**config.mk**
```make
export PLATFORM = sky130hd
export DESIGN_NAME = dctmr_top
export DESIGN_NICKNAME = d
export VERILOG_FILES = /design/src/rtl/dctmr_pkg.sv /design/src/rtl/dctmr_tick.sv /design/src/rtl/dctmr_core.sv /design/src/rtl/dctmr_regs.sv /design/src/rtl/dctmr_top.sv
export SDC_FILE = /design/constraint.sdc
export NUM_CORES = 1
export LEC_CHECK = 0
export BUFFER_PORTS_ARGS = -buffer_cell sky130_fd_sc_hd__clkbuf_2
export CORE_AREA = 2 2 75 77
export DETAILED_ROUTE_END_ITERATION = 10
export DIE_AREA = 0 0 77 79
export SLEW_MARGIN = 20
export SYNTH_ARGS = -nofsm -noshare
export SYNTH_HDL_FRONTEND = slang
export SYNTH_SLANG_ARGS = --single-unit
```
**constraint.sdc**
```tcl
create_clock -name clk -period 1.7 [get_ports clk]
set_input_delay 0.17 -clock clk [delete_from_list [all_inputs] [get_ports clk]]
set_output_delay 0.17 -clock clk [all_outputs]
set_load 0.05 [all_outputs]
```
**src/rtl/dctmr_pkg.sv**
```systemverilog
package dctmr_pkg;
  localparam int unsigned ADDR_W = 2;
  localparam int unsigned DATA_W = 8;

  localparam logic [ADDR_W-1:0] A_CTRL  = 2'd0;
  localparam logic [ADDR_W-1:0] A_RLD_L = 2'd1;
  localparam logic [ADDR_W-1:0] A_RLD_H = 2'd2;

  // control fields, bit 4 down to bit 0
  typedef struct packed {
    logic route;
    logic ext_sel;
    logic one_shot;
    logic run;
    logic irq_en;
  } ctrl_t;

  localparam int unsigned CTRL_W = $bits(ctrl_t);
  localparam int unsigned RUN_BIT = 1;
endpackage

```
**src/rtl/dctmr_tick.sv**
```systemverilog
module dctmr_tick #(
  parameter int unsigned SYNC_STAGES = 2
) (
  input  logic clk,
  input  logic rst_n,
  input  logic ext_clk_i,
  input  logic ext_sel_i,
  output logic tick_o
);
  localparam int unsigned CHAIN_W = SYNC_STAGES + 1;

  logic [CHAIN_W-1:0] chain_q;
  logic [CHAIN_W-1:0] chain_d;
  logic               ext_edge;

  always_comb begin
    chain_d = {chain_q[CHAIN_W-2:0], ext_clk_i};
  end

  always_ff @(posedge clk or negedge rst_n) begin
    if (!rst_n) chain_q <= '0;
    else        chain_q <= chain_d;
  end

  // last synchroniser stage against its delayed copy
  assign ext_edge = chain_q[SYNC_STAGES-1] & ~chain_q[SYNC_STAGES];

  generate
    if (SYNC_STAGES < 2) begin : g_bad
      initial $error("SYNC_STAGES must be at least 2");
    end
  endgenerate

  always_comb begin
    tick_o = ext_sel_i ? ext_edge : 1'b1;
  end

  a_r7_edge_single: assert property (@(posedge clk) disable iff (!rst_n)
    ext_edge |=> !ext_edge);
endmodule

```
**src/rtl/dctmr_core.sv**
```systemverilog
module dctmr_core #(
  parameter int unsigned CNT_W = 16
) (
  input  logic             clk,
  input  logic             rst_n,
  input  logic             tick_i,
  input  logic             run_i,
  input  logic             one_shot_i,
  input  logic             load_i,
  input  logic [CNT_W-1:0] reload_i,
  output logic             timeout_o,
  output logic             pulse_o
);
  localparam logic [CNT_W-1:0] ONE = CNT_W'(1);

  logic [CNT_W-1:0] cnt_q, cnt_d;
  logic             pulse_q, pulse_d;
  logic             step;
  logic             hit;

  always_comb begin
    step  = run_i & tick_i & ~load_i;
    hit   = step & (cnt_q == ONE);
    cnt_d = cnt_q;
    if (load_i)                  cnt_d = reload_i;
    else if (hit && !one_shot_i) cnt_d = reload_i;
    else if (step)               cnt_d = cnt_q - ONE;
    pulse_d = hit;
  end

  always_ff @(posedge clk or negedge rst_n) begin
    if (!rst_n) begin
      cnt_q   <= '0;
      pulse_q <= 1'b0;
    end else begin
      cnt_q   <= cnt_d;
      pulse_q <= pulse_d;
    end
  end

  assign timeout_o = hit;
  assign pulse_o   = pulse_q;

  a_r6_hold_when_stopped: assert property (@(posedge clk) disable iff (!rst_n)
    (!run_i && !load_i) |=> $stable(cnt_q));
  a_r4_reload_after_timeout: assert property (@(posedge clk) disable iff (!rst_n)
    (timeout_o && !one_shot_i) |=> (cnt_q == $past(reload_i)));
  a_r10_pulse_follows_timeout: assert property (@(posedge clk) disable iff (!rst_n)
    timeout_o |=> pulse_o);
endmodule

```
**src/rtl/dctmr_regs.sv**
```systemverilog
module dctmr_regs
  import dctmr_pkg::*;
#(
  parameter int unsigned CNT_W = 16
) (
  input  logic              clk,
  input  logic              rst_n,
  input  logic              wr_en,
  input  logic              rd_en,
  input  logic [ADDR_W-1:0] addr,
  input  logic [DATA_W-1:0] wdata,
  output logic [DATA_W-1:0] rdata,
  input  logic              timeout_i,
  output ctrl_t             ctrl_o,
  output logic [CNT_W-1:0]  reload_o,
  output logic              start_o,
  output logic              flag_o
);
  localparam int unsigned HI_W = CNT_W - DATA_W;

  ctrl_t             ctrl_q, ctrl_d;
  logic [DATA_W-1:0] lo_q, lo_d;
  logic [HI_W-1:0]   hi_q, hi_d;
  logic              flag_q, flag_d;
  logic              wr_ctrl, rd_ctrl;

  always_comb begin
    wr_ctrl = wr_en & (addr == A_CTRL);
    rd_ctrl = rd_en & (addr == A_CTRL);
    start_o = wr_ctrl & wdata[RUN_BIT] & ~ctrl_q.run;

    ctrl_d = ctrl_q;
    if (wr_ctrl)                          ctrl_d = ctrl_t'(wdata[CTRL_W-1:0]);
    else if (timeout_i && ctrl_q.one_shot) ctrl_d.run = 1'b0;

    lo_d = lo_q;
    if (wr_en && addr == A_RLD_L) lo_d = wdata;
    hi_d = hi_q;
    if (wr_en && addr == A_RLD_H) hi_d = wdata[HI_W-1:0];

    flag_d = flag_q;
    if (timeout_i)    flag_d = 1'b1;
    else if (rd_ctrl) flag_d = 1'b0;

    rdata = '0;
    if (addr == A_CTRL) rdata = {{(DATA_W-CTRL_W){1'b0}}, ctrl_q};
  end

  always_ff @(posedge clk or negedge rst_n) begin
    if (!rst_n) begin
      ctrl_q <= '0;
      lo_q   <= '0;
      hi_q   <= '0;
      flag_q <= 1'b0;
    end else begin
      ctrl_q <= ctrl_d;
      lo_q   <= lo_d;
      hi_q   <= hi_d;
      flag_q <= flag_d;
    end
  end

  assign ctrl_o   = ctrl_q;
  assign reload_o = {hi_q, lo_q};
  assign flag_o   = flag_q;

  a_r8_flag_set: assert property (@(posedge clk) disable iff (!rst_n)
    timeout_i |=> flag_o);
  a_r9_flag_clear: assert property (@(posedge clk) disable iff (!rst_n)
    (rd_ctrl && !timeout_i) |=> !flag_o);
  a_r5_oneshot_stops: assert property (@(posedge clk) disable iff (!rst_n)
    (timeout_i && ctrl_q.one_shot && !wr_ctrl) |=> !ctrl_o.run);
  a_r2_reserved_zero: assert property (@(posedge clk) disable iff (!rst_n)
    (addr == A_CTRL) |-> (rdata[DATA_W-1:CTRL_W] == '0));
endmodule

```
**src/rtl/dctmr_top.sv**
```systemverilog
module dctmr_top
  import dctmr_pkg::*;
#(
  parameter int unsigned CNT_W       = 16,
  parameter int unsigned SYNC_STAGES = 2
) (
  input  logic        clk,
  input  logic        rst_n,
  input  logic        wr_en,
  input  logic        rd_en,
  input  logic [1:0]  addr,
  input  logic [7:0]  wdata,
  output logic [7:0]  rdata,
  input  logic        ext_clk_i,
  input  logic        gpio0_claimed_i,
  output logic        irq_o,
  output logic        gpio0_o
);
  logic [1:0]       rst_sync_q;
  logic             rst_n_int;
  ctrl_t            ctrl;
  logic [CNT_W-1:0] reload;
  logic             start, flag, tick, timeout, pulse;

  // asynchronous assertion, synchronous release
  always_ff @(posedge clk or negedge rst_n) begin
    if (!rst_n) rst_sync_q <= 2'b00;
    else        rst_sync_q <= {rst_sync_q[0], 1'b1};
  end
  assign rst_n_int = rst_sync_q[1];

  dctmr_regs #(.CNT_W(CNT_W)) u_regs (
    .clk(clk), .rst_n(rst_n_int),
    .wr_en(wr_en), .rd_en(rd_en), .addr(addr), .wdata(wdata), .rdata(rdata),
    .timeout_i(timeout), .ctrl_o(ctrl), .reload_o(reload),
    .start_o(start), .flag_o(flag)
  );

  dctmr_tick #(.SYNC_STAGES(SYNC_STAGES)) u_tick (
    .clk(clk), .rst_n(rst_n_int),
    .ext_clk_i(ext_clk_i), .ext_sel_i(ctrl.ext_sel), .tick_o(tick)
  );

  dctmr_core #(.CNT_W(CNT_W)) u_core (
    .clk(clk), .rst_n(rst_n_int),
    .tick_i(tick), .run_i(ctrl.run), .one_shot_i(ctrl.one_shot),
    .load_i(start), .reload_i(reload),
    .timeout_o(timeout), .pulse_o(pulse)
  );

  assign irq_o   = flag & ctrl.irq_en;
  assign gpio0_o = pulse & ctrl.route & ~gpio0_claimed_i;

  a_r10_gpio_gated: assert property (@(posedge clk) disable iff (!rst_n_int)
    gpio0_o |-> !gpio0_claimed_i);
  a_r6_no_timeout_stopped: assert property (@(posedge clk) disable iff (!rst_n_int)
    !ctrl.run |-> !timeout);
endmodule

```
==> flow_summary.json, run 1 <==
{
  "status": "complete, but fails checks",
  "violations": "negative setup slack",
  "rows": 27,
  "cts_num_sinks": 44,
  "antenna_found_initial": 0,
  "endpoint_kind": "flop",
  "place_congestion": 0.897,
  "grt_max_degree": 21,
  "hpwl_um": 4070,
  "ys.flop_type": "dfrtp_1",
  "hold_class": "primary input to flop",
  "async_flop_share_pct": 100,
  "p_per_area_nw_per_um2": 1180,
  "critPathMaxFanout": 5,
  "yosysUniqueCellTypes": 51,
  "post_drt_wl_per_cell_um": 16.1,
  "ys_seq_area_share_pct": 50.4,
  "cts.path.max_buffers": 2,
  "dp_cells": 335,
  "insertion_delay_ns": 0.30,
  "syn-mean-instance-area_um2": 11.0,
  "num-nets-final": 295,
  "post-place-ws_ns": -0.364,
  "crit_arrival_ns": 2.15,
  "core_area_um2": 5340,
  "drt-pass1-iter-count": 4,
  "max_freq_ghz": 0.511,
  "hold-worst-slack_ns": 0.113,
  "cts_buffers": 5,
  "cap_violations": 0,
  "critPathKind": "flop to flop",
  "htree_num_levels": 2,
  "grt_overflow": 0,
  "setup_ws_ns": -0.257,
  "area_growth_pct": 43.0,
  "die_area_um2": 6080,
  "grt_use_total_pct": 19.9,
  "initial_core_util_pct": 40.9,
  "hold_viol": 0,
  "totalNegativeSetupSlack_ns": -2.99,
  "layout-drive-gt1-share_pct": 52.2,
  "cp-start-kind": "flop",
  "rsz0062_at_grt": "true",
  "grt_pass1_vias": 1836,
  "layout_commonest_cell": "buf_4",
  "utilization_pct": 58.5,
  "post-route-drc-count": 0,
  "fillCellCount": 457,
  "cts.clk_slew.worst_paths_ns": 0.09,
  "fin_crit_sh_pct": 115,
  "viasPerCell": 5.17,
  "n_antenna_cell": 0,
  "routed_wl_um": 5620,
  "netlist_area_um2": 2180,
  "via_count": 1811,
  "synthCells": 199,
  "fin_skew_ns": 0.00441,
  "dieWidth_um": 77,
  "worstPathRequired_ns": 1.89,
  "layout_common_cells": "buf_4, dfrtp_1, clkbuf_2, mux2_2, nand2_1",
  "synth_edf_count": 0,
  "drtIter0Drc": 107,
  "grt_pass1_wl_um": 9290,
  "fin_cells": 350,
  "p_leak_nw": 1.39,
  "yosys_register_bits": 44,
  "cts_tree": "done",
  "finalCriticalPeriod_ns": 1.96,
  "peakVddDrop_mv": 0.732,
  "ys_warn_count": 0,
  "port_buffers": 22,
  "drv_slew": 0,
  "ios": 26,
  "clockRootBuffer": "clkbuf_8",
  "drtAntennaViolNets": 0,
  "setup_viol": 17,
  "dieHeight_um": 79
}
==> synthesized netlist by cell type, types with 2 or more instances <==
cell type,count,area (um2)
dfrtp_1,44,1100
mux2_2,21,236
nand2_1,19,71.3
nor2_1,16,60.1
nor3_1,8,40.0
o21ai_0,6,30.0
buf_4,5,37.5
nand3_1,5,25.0
a21oi_1,4,20.0
and2_1,4,25.0
inv_1,4,15.0
nand4_1,4,25.0
nor4_1,4,25.0
nor4_2,3,37.5
o311ai_0,3,26.3
or4_1,3,22.5
xor2_1,3,26.3
a2bb2oi_1,2,17.5
clkbuf_1,2,7.51
conb_1,2,7.51
ha_1,2,25.0
mux2i_1,2,20.0
nand3b_1,2,15.0
o21a_1,2,15.0
o41a_1,2,22.5
or3_1,2,12.5
==> routing by layer <==
metal  global-route usage [%]  vias up  wire, um
met4                     7.68        0        36
met1                     27.6      881      2630
met3                     3.30        4       209
li1                         -      887         -
met5                        0        -         0
met2                     31.7       39      2750
==> power by group <==
group / switching (mW) / leakage (nW) / total (mW) / internal, mW
clock network: 0.380 / 0.0614 / 0.861 / 0.481
logic: 0.628 / 0.805 / 1.28 / 0.653
registers: 0.243 / 0.522 / 1.53 / 1.29
==> sequential cells by signal, indices dropped and copies added (netlist names) <==
name and count:
u_regs.lo_q 8, u_tick.chain_q 3, u_core.cnt_q 16, u_core.pulse_o 1
u_regs.ctrl_o 5, u_regs.flag_o 1, rst_sync_q 2, u_regs.hi_q 8
==> stage by stage <==
step                      cell area, um2  total power, mW
after floorplan                     2200             2.03
after global placement              2710             2.57
after detailed placement            2710             2.59
after CTS                           3050             3.57
after global routing                3120             3.87
final                               3120             3.67
==> critical path, cell delays in order (launching register included) <==
cell and delay [ns]:
dfrtp_1 0.39, or3_4 0.42, buf_6 0.13, o41a_1 0.47, buf_6 0.18, mux2i_2 0.19
a2bb2oi_2 0.07
==> logic make-up after synthesis <==
family | synth area share [%]
adder cells (fa/ha/maj) | 1.15
AND/OR/NAND/NOR | 20.9
other | 0.344
flip-flops | 50.4
AO/OA/AOI/OAI | 10.5
multiplexers | 11.7
buffers and inverters | 3.72
XOR/XNOR | 1.20
==> final timing paths <==
| path | to | cells after the start | startpoint | slack (ns) |
|---|---|---|---|---|
| max | u_core.cnt_q[7] | 6 | u_core.cnt_q[12] | -0.26 |
| min | u_regs.hi_q[6] | 2 | wdata[6] | 0.11 |
| max reg2reg | u_core.cnt_q[7] | 6 | u_core.cnt_q[12] | -0.26 |
| min reg2reg | u_regs.hi_q[4] | 0 | rst_sync_q[1] | 0.23 |
| max in group asynchronous | u_core.cnt_q[12] | 1 | rst_sync_q[1] | 0.90 |
| min in group asynchronous | rst_sync_q[0] | 2 | rst_n | 0.16 |
==> cell type report <==
type                            count  area, um2  area share [%]
Sequential cell                    44       1100            35.3
Multi-Input combinational cell    143       1220            38.9
Clock inverter                      2       38.8            1.24
Tap cell                           72       90.1            2.88
Inverter                            4       15.0           0.481
Clock buffer                        6       82.6            2.64
Timing Repair Buffer               79        578            18.5
==> what timing repair did <==
action / in CTS / in global routing
hold endpoints to repair: 3 / 0
endpoints found under the setup margin: 19 / 19
gates cloned: 1 / 0
resized for setup: 35 / 21
pin swaps: 16 / 10
hold buffers: 2 / 0
buffers inserted: 6 / 2
(Power assumes the default switching activity.)
==> run 2, diff against run 1 <==
REMOVE_ABC_BUFFERS = 1   (was not set)
==> flow_summary.json, run 2 (synthesis results as in run 1) <==
{
  "status": "complete, but fails checks",
  "violations": "negative setup slack",
  "area_growth_pct": 42.3,
  "finalCriticalPeriod_ns": 2.03,
  "cts_tree": "done",
  "largest_register_ffs": 16,
  "fin_skew_ns": 0.00860,
  "die_area_um2": 6080,
  "dieWidth_um": 77,
  "regMostFlops": "u_core.cnt_q",
  "initial_core_util_pct": 40.9,
  "fin_crit_sh_pct": 119,
  "hold-worst-slack_ns": 0.112,
  "setup_viol": 19,
  "via_count": 1844,
  "internal_power_mw": 2.40,
  "path_depth": 6,
  "grt_overflow": 0,
  "port_buffers": 22,
  "cpPeakStageDelay_ns": 0.41,
  "max_freq_ghz": 0.493,
  "worstPathCellList": "nor4_2 > o2111ai_4 > o41ai_4 > buf_6 > o21ai_1 > a221o_1",
  "cap_violations": 0,
  "endpoint_kind": "flop",
  "tightest_slew_ns": 0.536,
  "cts.clk_slew.worst_paths_ns": 0.09,
  "layout_common_cells": "buf_4, dfrtp_1, clkbuf_2, mux2_2, nand2_1",
  "htree_num_levels": 2,
  "critPathMaxFanout": 8,
  "p_switching_mw": 1.24,
  "worstPathRequired_ns": 1.89,
  "whs_path_depth": 2,
  "setup_ws_ns": -0.327,
  "hold_class": "primary input to flop",
  "layout_commonest_cell": "buf_4",
  "cts.path.max_buffers": 2,
  "antenna_found_initial": 0,
  "critPathKind": "flop to flop",
  "n_antenna_cell": 0,
  "p_per_area_nw_per_um2": 1170,
  "grt_use_total_pct": 19.1,
  "cp_slowest_cell": "dfrtp_1",
  "comb_power_share_pct": 36.3,
  "drtIter0Drc": 48,
  "critPathBufInv": 1,
  "grt_max_degree": 43,
  "layout-drive-gt1-share_pct": 51.4,
  "place_congestion": 0.821,
  "ios": 26,
  "swShare_pct": 34.1,
  "path_delay_family": "compound AO/OA/AOI/OAI gates",
  "rows": 27,
  "crit_arrival_ns": 2.22,
  "grt_pass1_wl_um": 8990,
  "cts_buffers": 5,
  "rsz0062_at_grt": "true",
  "post-route-drc-count": 0,
  "hold_viol": 0,
  "hpwl_um": 3890,
  "top_regs": "u_core.cnt_q x16, u_regs.hi_q x8, u_regs.lo_q x8",
  "drtAntennaViolNets": 0,
  "routed_wl_um": 5630,
  "p_leak_nw": 1.41,
  "cts_num_sinks": 44,
  "total_power_mw": 3.63,
  "clockRootBuffer": "clkbuf_8",
  "post_drt_wl_per_cell_um": 16.0,
  "p_clk_share_pct": 22.8,
  "ff2ff_path_depth": 6,
  "maxSlewHeadroom_pct": 64.3,
  "cp-start-kind": "flop",
  "drt-pass1-iter-count": 4,
  "grt_pass1_vias": 1864,
  "dieHeight_um": 79,
  "totalNegativeSetupSlack_ns": -3.60,
  "drv_slew": 0,
  "insertion_delay_ns": 0.30,
  "num-nets-final": 297,
  "power_frac_seq_pct": 41.0,
  "peakVddDrop_mv": 0.774,
  "core_area_um2": 5340,
  "viasPerCell": 5.24
}
[run 2: per-stage QoR]
step	setup slack, ns	util, %	instance area [um2]	cells
after floorplan	-0.781	-	2120	191
after global placement	-0.296	50.6	2700	335
after detailed placement	-0.345	50.6	2700	335
after CTS	-0.280	55.8	2980	350
after global routing	-0.407	58.2	3110	352
final	-0.327	58.2	3110	352
[run 2: routing by layer]
metal | GRT usage [%] | up-vias | share of wire [%]
met2 | 33.2 | 43 | 51
li1 | - | 885 | -
met4 | 8.04 | 0 | 2.0
met5 | 0 | - | 0
met1 | 23.4 | 904 | 44
met3 | 3.64 | 12 | 3.1
[run 2: power groups by stage]
stage	Sequential (mW)	Clock [mW]	Combinational, mW
after global placement	1.47	0	1.07
after detailed placement	1.48	0	1.09
after floorplan	1.51	0	0.494
after CTS	1.48	0.843	1.21
after global routing	1.51	0.880	1.42
final	1.49	0.827	1.32
[run 2: final timing paths]
path,from,end,slack [ns]
min,wdata[7],u_regs.hi_q[7],0.11
max reg2reg,u_core.cnt_q[2],u_core.cnt_q[5],-0.33
min reg2reg,rst_sync_q[1],u_regs.hi_q[4],0.33
min in group asynchronous,rst_n,rst_sync_q[0],0.17
max in group asynchronous,rst_sync_q[1],u_regs.ctrl_o[1],0.98
max,u_core.cnt_q[2],u_core.cnt_q[5],-0.33
[run 2: repair_timing]
item	in CTS	in global routing
hold buffers	2	0
pin swaps	15	8
endpoints found under the setup margin	17	19
endpoints found under the hold margin	3	0
gates resized for setup	27	23
buffers inserted	7	3
[run 2: layout make-up]
class | instances | area, um2
Fill cell | 441 | 2230
Multi-Input combinational cell | 143 | 1190
Sequential cell | 44 | 1100
Timing Repair Buffer | 81 | 588
Tap cell | 72 | 90.1
Clock buffer | 5 | 68.8
Clock inverter | 3 | 47.5
Inverter | 4 | 15.0
